===== config.mk =====
export PLATFORM = sky130hd
export DESIGN_NAME = edgemon_top
export DESIGN_NICKNAME = d
export VERILOG_FILES = /design/src/rtl/edgemon_pkg.sv /design/src/rtl/edgemon_port.sv /design/src/rtl/edgemon_status.sv /design/src/rtl/edgemon_pulse.sv /design/src/rtl/edgemon_top.sv
export SDC_FILE = /design/constraint.sdc
export NUM_CORES = 1
export LEC_CHECK = 0
export BUFFER_PORTS_ARGS = -buffer_cell sky130_fd_sc_hd__clkbuf_2
export CAP_MARGIN = 20
export CORE_ASPECT_RATIO = 1.2
export CORE_MARGIN = 10
export CORE_UTILIZATION = 46
export CTS_BUF_LIST = sky130_fd_sc_hd__clkbuf_2
export DETAILED_ROUTE_END_ITERATION = 10
export GPL_ROUTABILITY_DRIVEN = 0
export PLACE_DENSITY_LB_ADDON = 0.05
export SLEW_MARGIN = 30
export SYNTH_ARGS = -nofsm -noshare
export SYNTH_HDL_FRONTEND = slang
export SYNTH_HIERARCHICAL = 1
export SYNTH_SLANG_ARGS = --single-unit

===== constraint.sdc =====
create_clock -name clk -period 3.1 [get_ports clk]
set_input_delay 0.31 -clock clk [delete_from_list [all_inputs] [get_ports clk]]
set_output_delay 0.31 -clock clk [all_outputs]
set_load 0.02 [all_outputs]

===== src/rtl/edgemon_pkg.sv =====
package edgemon_pkg;

  localparam int LINE_W = 8;

  typedef logic [LINE_W-1:0] line_t;

  // Clock cycles needed to cover a pulse of pulse_ns, rounded up, at least one.
  function automatic int unsigned pulse_cycles(int unsigned pulse_ns, int unsigned clk_ns);
    int unsigned r;
    r = (pulse_ns + clk_ns - 1) / clk_ns;
    if (r == 0) r = 1;
    return r;
  endfunction

  // Enabled upward transitions between two samples.
  function automatic line_t up_hits(line_t cur, line_t prev, line_t en);
    return cur & ~prev & en;
  endfunction

  // Enabled downward transitions between two samples.
  function automatic line_t down_hits(line_t cur, line_t prev, line_t en);
    return ~cur & prev & en;
  endfunction

  // Interrupt level from flags and gates.
  function automatic logic irq_level(logic master, logic en_r, logic en_f, logic en_o,
                                     logic sts_r, logic sts_f, logic sts_o);
    return master & ((en_r & sts_r) | (en_f & sts_f) | (en_o & sts_o));
  endfunction

endpackage


===== src/rtl/edgemon_port.sv =====
module edgemon_port
  import edgemon_pkg::*;
(
  input  logic  clk,
  input  logic  rst_n,
  input  logic  arm,
  input  line_t cur,
  input  line_t rise_en,
  input  line_t fall_en,
  output line_t rise_hit,
  output line_t fall_hit
);

  line_t prev_q;

  always_ff @(posedge clk or negedge rst_n) begin
    if (!rst_n) prev_q <= '0;
    else        prev_q <= cur;
  end

  always_comb begin
    rise_hit = arm ? up_hits(cur, prev_q, rise_en)   : '0;
    fall_hit = arm ? down_hits(cur, prev_q, fall_en) : '0;
  end

endmodule


===== src/rtl/edgemon_status.sv =====
module edgemon_status (
  input  logic clk,
  input  logic rst_n,
  input  logic any_rise,
  input  logic any_fall,
  input  logic clr_edge,
  input  logic clr_ovf,
  output logic rise_sts,
  output logic fall_sts,
  output logic ovf_sts,
  output logic ovf_hit
);

  logic rise_q, fall_q, ovf_q;

  assign ovf_hit = (any_rise | any_fall) & (rise_q | fall_q);

  // A setting event takes priority over a clear in the same cycle.
  always_ff @(posedge clk or negedge rst_n) begin
    if (!rst_n) begin
      rise_q <= 1'b0;
      fall_q <= 1'b0;
      ovf_q  <= 1'b0;
    end else begin
      if (any_rise)      rise_q <= 1'b1;
      else if (clr_edge) rise_q <= 1'b0;
      if (any_fall)      fall_q <= 1'b1;
      else if (clr_edge) fall_q <= 1'b0;
      if (ovf_hit)       ovf_q  <= 1'b1;
      else if (clr_ovf)  ovf_q  <= 1'b0;
    end
  end

  assign rise_sts = rise_q;
  assign fall_sts = fall_q;
  assign ovf_sts  = ovf_q;

endmodule


===== src/rtl/edgemon_pulse.sv =====
module edgemon_pulse #(
  parameter int CYC   = 20,
  parameter int NTRIG = 4
) (
  input  logic             clk,
  input  logic             rst_n,
  input  logic             fire,
  input  logic [NTRIG-1:0] trig_sel,
  output logic             active,
  output logic [NTRIG-1:0] trig_out
);

  localparam int CNT_W = $clog2(CYC + 1);

  logic [CNT_W-1:0] cnt_q;

  always_ff @(posedge clk or negedge rst_n) begin
    if (!rst_n)            cnt_q <= '0;
    else if (fire)         cnt_q <= CNT_W'(CYC);
    else if (cnt_q != '0)  cnt_q <= cnt_q - 1'b1;
  end

  assign active   = (cnt_q != '0);
  assign trig_out = active ? trig_sel : '0;

endmodule


===== src/rtl/edgemon_top.sv =====
module edgemon_top
  import edgemon_pkg::*;
#(
  parameter int NPORTS   = 4,
  parameter int NTRIG    = 4,
  parameter int CLK_NS   = 10,
  parameter int PULSE_NS = 200
) (
  input  logic                     clk,
  input  logic                     rst_n,
  input  logic [NPORTS*LINE_W-1:0] port_in,
  input  logic [NPORTS*LINE_W-1:0] rise_en,
  input  logic [NPORTS*LINE_W-1:0] fall_en,
  input  logic                     clr_edge,
  input  logic                     clr_ovf,
  input  logic                     irq_master_en,
  input  logic                     irq_rise_en,
  input  logic                     irq_fall_en,
  input  logic                     irq_ovf_en,
  input  logic [NTRIG-1:0]         trig_sel,
  output logic                     rise_sts,
  output logic                     fall_sts,
  output logic                     edge_sts,
  output logic                     ovf_sts,
  output logic                     irq,
  output logic [NTRIG-1:0]         trig_out
);

  localparam int BUS_W     = NPORTS * LINE_W;
  localparam int PULSE_CYC = int'(pulse_cycles(PULSE_NS, CLK_NS));

  logic             arm_q;
  logic [BUS_W-1:0] rise_hit_w, fall_hit_w;
  logic             any_rise_w, any_fall_w, any_hit_w, ovf_hit_w, trig_active_w;

  // The first sample after reset only seeds the comparison registers.
  always_ff @(posedge clk or negedge rst_n) begin
    if (!rst_n) arm_q <= 1'b0;
    else        arm_q <= 1'b1;
  end

  for (genvar gp = 0; gp < NPORTS; gp++) begin : g_port
    edgemon_port u_port (
      .clk      (clk),
      .rst_n    (rst_n),
      .arm      (arm_q),
      .cur      (port_in[gp*LINE_W +: LINE_W]),
      .rise_en  (rise_en[gp*LINE_W +: LINE_W]),
      .fall_en  (fall_en[gp*LINE_W +: LINE_W]),
      .rise_hit (rise_hit_w[gp*LINE_W +: LINE_W]),
      .fall_hit (fall_hit_w[gp*LINE_W +: LINE_W])
    );
  end

  assign any_rise_w = |rise_hit_w;
  assign any_fall_w = |fall_hit_w;
  assign any_hit_w  = any_rise_w | any_fall_w;

  edgemon_status u_status (
    .clk      (clk),
    .rst_n    (rst_n),
    .any_rise (any_rise_w),
    .any_fall (any_fall_w),
    .clr_edge (clr_edge),
    .clr_ovf  (clr_ovf),
    .rise_sts (rise_sts),
    .fall_sts (fall_sts),
    .ovf_sts  (ovf_sts),
    .ovf_hit  (ovf_hit_w)
  );

  assign edge_sts = rise_sts | fall_sts;

  assign irq = irq_level(irq_master_en, irq_rise_en, irq_fall_en, irq_ovf_en,
                         rise_sts, fall_sts, ovf_sts);

  edgemon_pulse #(.CYC(PULSE_CYC), .NTRIG(NTRIG)) u_pulse (
    .clk      (clk),
    .rst_n    (rst_n),
    .fire     (any_hit_w),
    .trig_sel (trig_sel),
    .active   (trig_active_w),
    .trig_out (trig_out)
  );

endmodule


After elaboration in Yosys (flattened, before gate mapping):

Index checks and enable logic that the tools add are counted.
Widths: inputs -> output; s select.

* mux-type cells: 16
* bitwise operators: 33
* reductions and logical operators: 7
* $add $sub $neg: 1

Operators by type and width (number)
* $and 8x8->8: 16
* $mux 8: 8
* $not 8->8: 8
* $reduce_or 32->1: 2
* $mux 5: 2
* $reduce_bool 2->1: 4
* $and 1x1->1: 5
* $mux 1: 5
* $reduce_bool 5->1: 1
* $sub 5x1->5 const B: 1
* $mux 4: 1
* $or 1x1->1: 4

* register bits after elaboration: 41
* input bits: 108
* logic and storage cells: 66
* output and inout bits: 9

Longest topological paths before layout:

* word-level depth: 8
* gate-level depth with buffers: 7

By module:

Netlist, hierarchy kept.

Modules (own cells, without submodules)
* edgemon_port: cells an instance 25, seq. area each 200.2 sq um, area an instance 379.1 sq um, instances 4
* edgemon_pulse: cells an instance 29, seq. area each 125.1 sq um, area an instance 280.3 sq um, instances 1
* edgemon_top: cells an instance 28, seq. area each 25.0 sq um, area an instance 202.7 sq um, instances 1
* edgemon_status: cells an instance 9, seq. area each 75.1 sq um, area an instance 116.4 sq um, instances 1

Worst setup path before layout:

OpenSTA, ideal clock, no wires.

* kind: register to register
* start point: register arm_q
* end point: register u_pulse.cnt_q[2]
* period minus slack after synthesis: 2.251 ns
* cell stages (with the launch flop): 8
* library setup time: 0.132 ns
* data arrival time: 2.119 ns
* setup slack: 0.849 ns
* path through: dfrtp_1 > buf_6 > and4b_1 > nor4_1 > nand4_1 > or4_1 > a21oi_1 > o31ai_1

* cells in the longest elaborated chain, start to end: 4
* elaborated cells between the ends (all ways): 13
* those cells by class: mux: 9; bitwise: 1; reduce/logical: 3

RTL lines
* from (decl): line edgemon_top.sv:32 `logic arm_q;`
* from (signal assigned): line edgemon_top.sv:38 `if (!rst_n) arm_q <= 1'b0;`
* from (signal assigned): line edgemon_top.sv:39 `else arm_q <= 1'b1;`
* $mux 8 (*): line edgemon_port.sv:22 `rise_hit = arm ? up_hits(cur, prev_q, rise_en) : '0;`
* net rise_hit_w[5]: line edgemon_top.sv:33 `logic [BUS_W-1:0] rise_hit_w, fall_hit_w;`
* $reduce_or 32->1 (*): line edgemon_top.sv:55 `assign any_rise_w = |rise_hit_w;`
* $or 1x1->1 (*): line edgemon_top.sv:57 `assign any_hit_w = any_rise_w | any_fall_w;`
* net any_hit_w: line edgemon_top.sv:34 `logic any_rise_w, any_fall_w, any_hit_w, ovf_hit_w, trig_active_w;`
* $mux 5 or $reduce_bool 2->1 (tied branches)
* to (signal assigned): line edgemon_pulse.sv:19 `else if (fire) cnt_q <= CNT_W'(CYC);`
* to (signal assigned): line edgemon_pulse.sv:20 `else if (cnt_q != '0) cnt_q <= cnt_q - 1'b1;`
* to (decl): line edgemon_pulse.sv:15 `logic [CNT_W-1:0] cnt_q;`

The timed path passes the listed nets; every way through them passes the cells marked *.
A chain may end at the register's enable or synchronous reset.

Worst setup path in the final report:

Same ends and word-level chain as after synthesis.

==> metrics.csv <==
stage,metric,value,unit
outcome,status,"finished, final reports clean",
grt,grt_first_pass_wirelength,9890,um
power_and_ir_drop,power_density,326,mW/mm^2
floorplan,ios,117,
floorplan,core_area,0.00436,mm^2
cells_and_area,n_fill_cell,368,
critical_path,crit_type,flop to flop,
critical_path,worstPathCellList,buf_12 -> and4b_2 -> nor4_1 -> nand4_1 -> or4_1 -> a21oi_1 -> o31ai_1,
critical_path,cp_top_family,simple AND/OR/NAND/NOR gates,
clock_network,cts_tree,done,
logic_synthesis,netlist_area,0.00212,mm^2
sta,whs,59.0,ps
clock_network,clock-sinks,41,
critical_path,arrival,2870,ps
clock_network,clk_pin_slew,180,ps
power_and_ir_drop,p_leak,1.57,nW
sta,fin_tns_setup,0,ps
placement,dp.final_hpwl,5080,um
grt,grt_pass1_vias,2221,
floorplan,die_area,0.00772,mm^2
sta,fin_crit,2610,ps
clock_network,cts_buffers,5,
detailed_routing,firstDrtPassIters,4,
critical_path,path_max_fanout,48,
min_path,holdCritStartpoint,port_in[5],
logic_synthesis,synth_nets,275,
cells_and_area,stdcell_area,0.00298,mm^2
placement,placed_area,0.00274,mm^2
sta,hold_viol,0,
critical_path,cp-start-kind,flop,
floorplan,fp-row-count,26,
logic_synthesis,yosysSeqAreaShare,0.485,
critical_path,r2r_cells,7,
detailed_routing,ant_nets,0,
critical_path,crit_slowest_cell,or4_1,
placement,io_buffers,116,
grt,antenna_found_initial,0,
detailed_routing,drtIter0Drc,81,
sta,maxSlewViolCount,0,
run,cap_violations,0,
sta,worstMarginPinSlew,557,ps
clock_network,clkLatencyLatePin,360,ps
cells_and_area,nets,415,
logic_synthesis,syn_inst,166,
clock_network,root_buffer,clkbuf_2,
logic_synthesis,synth_edf_count,0,
clock_network,h-tree-depth,2,
critical_path,crit_path_start,arm_q,
critical_path,rr_startpoint,arm_q,
clock_network,cts_setup_buffers,0,
power_and_ir_drop,total_power,0.000972,W
logic_synthesis,synth_ff_type,dfrtp_1,
power_and_ir_drop,peakVddDrop,0.000204,V
grt,grt.total_usage,0.161,
min_path,hold_path_class,input pin to flop,
detailed_routing,drc_errors,0,
critical_path,end_kind,flop,
critical_path,required,3370,ps
sta,setup_viol,0,
cells_and_area,drive_gt1_frac,0.510,
clock_network,cts.path.max_buffers,2,
sta,timing.fmax,384,MHz
floorplan,die_w,81.9,um
floorplan,die_y,94.3,um
sta,fin_crit_sh,0.841,
grt,grt_max_degree,49,
logic_synthesis,synth_cell_types,31,
detailed_routing,vias,1947,
detailed_routing,wl_per_cell,17.0,um
sta,rsz0062_at_grt,no,
cells_and_area,diodes,0,
min_path,hold_depth,1,
sta,clock_skew,15.1,ps
detailed_routing,vias_per_cell,5.38,
critical_path,critical_path_buf_inv_count,1,
critical_path,slowest_delay,660,ps
logic_synthesis,synth_seq_cells,41,
detailed_routing,routed_wirelength,6160,um
logic_synthesis,yosys_warnings,6,
logic_synthesis,postSynthAreaPerCell,12.7,um^2
cells_and_area,areaGrowthSynthToFinish,40.7,%
sta,relSlewSlack,0.628,
critical_path,path_depth,7,
grt,grt-ovfl-total,0,
logic_synthesis,synthArstFlopShare,1.00,
floorplan,start_util,0.485,
==> placed cells by master, fill, tap and decap left out, types with 2 or more instances in the layout <==
cell	netlist	layout
and2_1	4	4
dlygate4sd3_1	0	20
nor4_1	15	15
and4b_1	40	40
or2_1	2	2
a21o_1	3	3
and4b_2	24	24
nor2_1	3	3
dfrtp_1	41	41
nand4_1	4	4
clkbuf_2	0	121
inv_1	6	6
==> layout make-up <==
| type | count | area, um^2 | area share |
|---|---|---|---|
| inverters | 7 | 26.3 | 0.00882 |
| flip-flops and latches | 41 | 1030 | 0.345 |
| clock buffers | 6 | 30.0 | 0.0101 |
| well taps | 56 | 70.1 | 0.0235 |
| multi-input cells | 114 | 1020 | 0.342 |
| repair buffers | 137 | 803 | 0.270 |
| clock inverters | 1 | 3.75 | 0.00126 |
==> registers in the layout, summed over array words and instances (netlist names) <==
register / cells
g_port.u_port/prev_q: 32
u_pulse/cnt_q: 5
arm_q: 1
u_status/fall_sts: 1
u_status/ovf_sts: 1
u_status/rise_sts: 1
==> worst paths after layout <==
check | to | slack [ps]
min | g_port[0].u_port/prev_q[5] | 60
max reg2reg | u_pulse/cnt_q[2] | 490
min reg2reg | u_status/ovf_sts | 540
min in group asynchronous | g_port[2].u_port/prev_q[6] | 460
max in group asynchronous | g_port[1].u_port/prev_q[2] | 2250
max | u_pulse/cnt_q[2] | 490
==> through the flow <==
| stage | instances | setup slack, ps | util |
|---|---|---|---|
| final | 362 | 493 | 0.683 |
| after global routing | 362 | 242 | 0.683 |
| after CTS | 343 | 499 | 0.639 |
| after detailed placement | 335 | 525 | 0.629 |
| after global placement | 335 | 562 | 0.629 |
| after floorplan | 166 | 849 | - |
==> cell families (layout without fill, tap and decap cells) <==
kind of cell	after synthesis	in the layout	share of synthesized area
compound gates	11	11	0.0444
fa+ha+maj	1	1	0.00591
buf+inv	11	151	0.0337
flops	41	41	0.485
other cells	1	1	0.00177
simple gates	101	101	0.429
==> cell usage after synthesis, drive strengths merged, types with 2 or more instances <==
| cell type | count | area [um^2] |
|---|---|---|
| and4b | 64 | 671 |
| and2 | 4 | 25.0 |
| buf | 4 | 45.0 |
| nor4 | 16 | 106 |
| nor2 | 3 | 11.3 |
| inv | 7 | 26.3 |
| a21oi | 2 | 13.8 |
| nand4 | 4 | 25.0 |
| or3 | 2 | 13.8 |
| a21o | 4 | 31.3 |
| or2 | 3 | 18.8 |
| dfrtp | 41 | 1030 |
==> what timing repair did <==
item                      CTS  global route
hold buffers                1            19
hold endpoints to repair   41            19
resized for setup           0             0
==> metal layers <==
metal,vias up,part of all wire,global-route usage
li1,970,-,-
met1,903,0.37,0.166
met2,66,0.52,0.276
met3,8,0.096,0.0814
met4,0,0.010,0.0455
met5,-,0,0
==> report_power, final <==
part	switching (W)	total [W]	internal, W
logic	0.0000809	0.000191	0.000110
clock network	0.000154	0.000207	0.0000528
registers	0.0000146	0.000575	0.000560
total	0.000249	0.000972	0.000723
No activity file was read; power rests on OpenSTA's default activity.
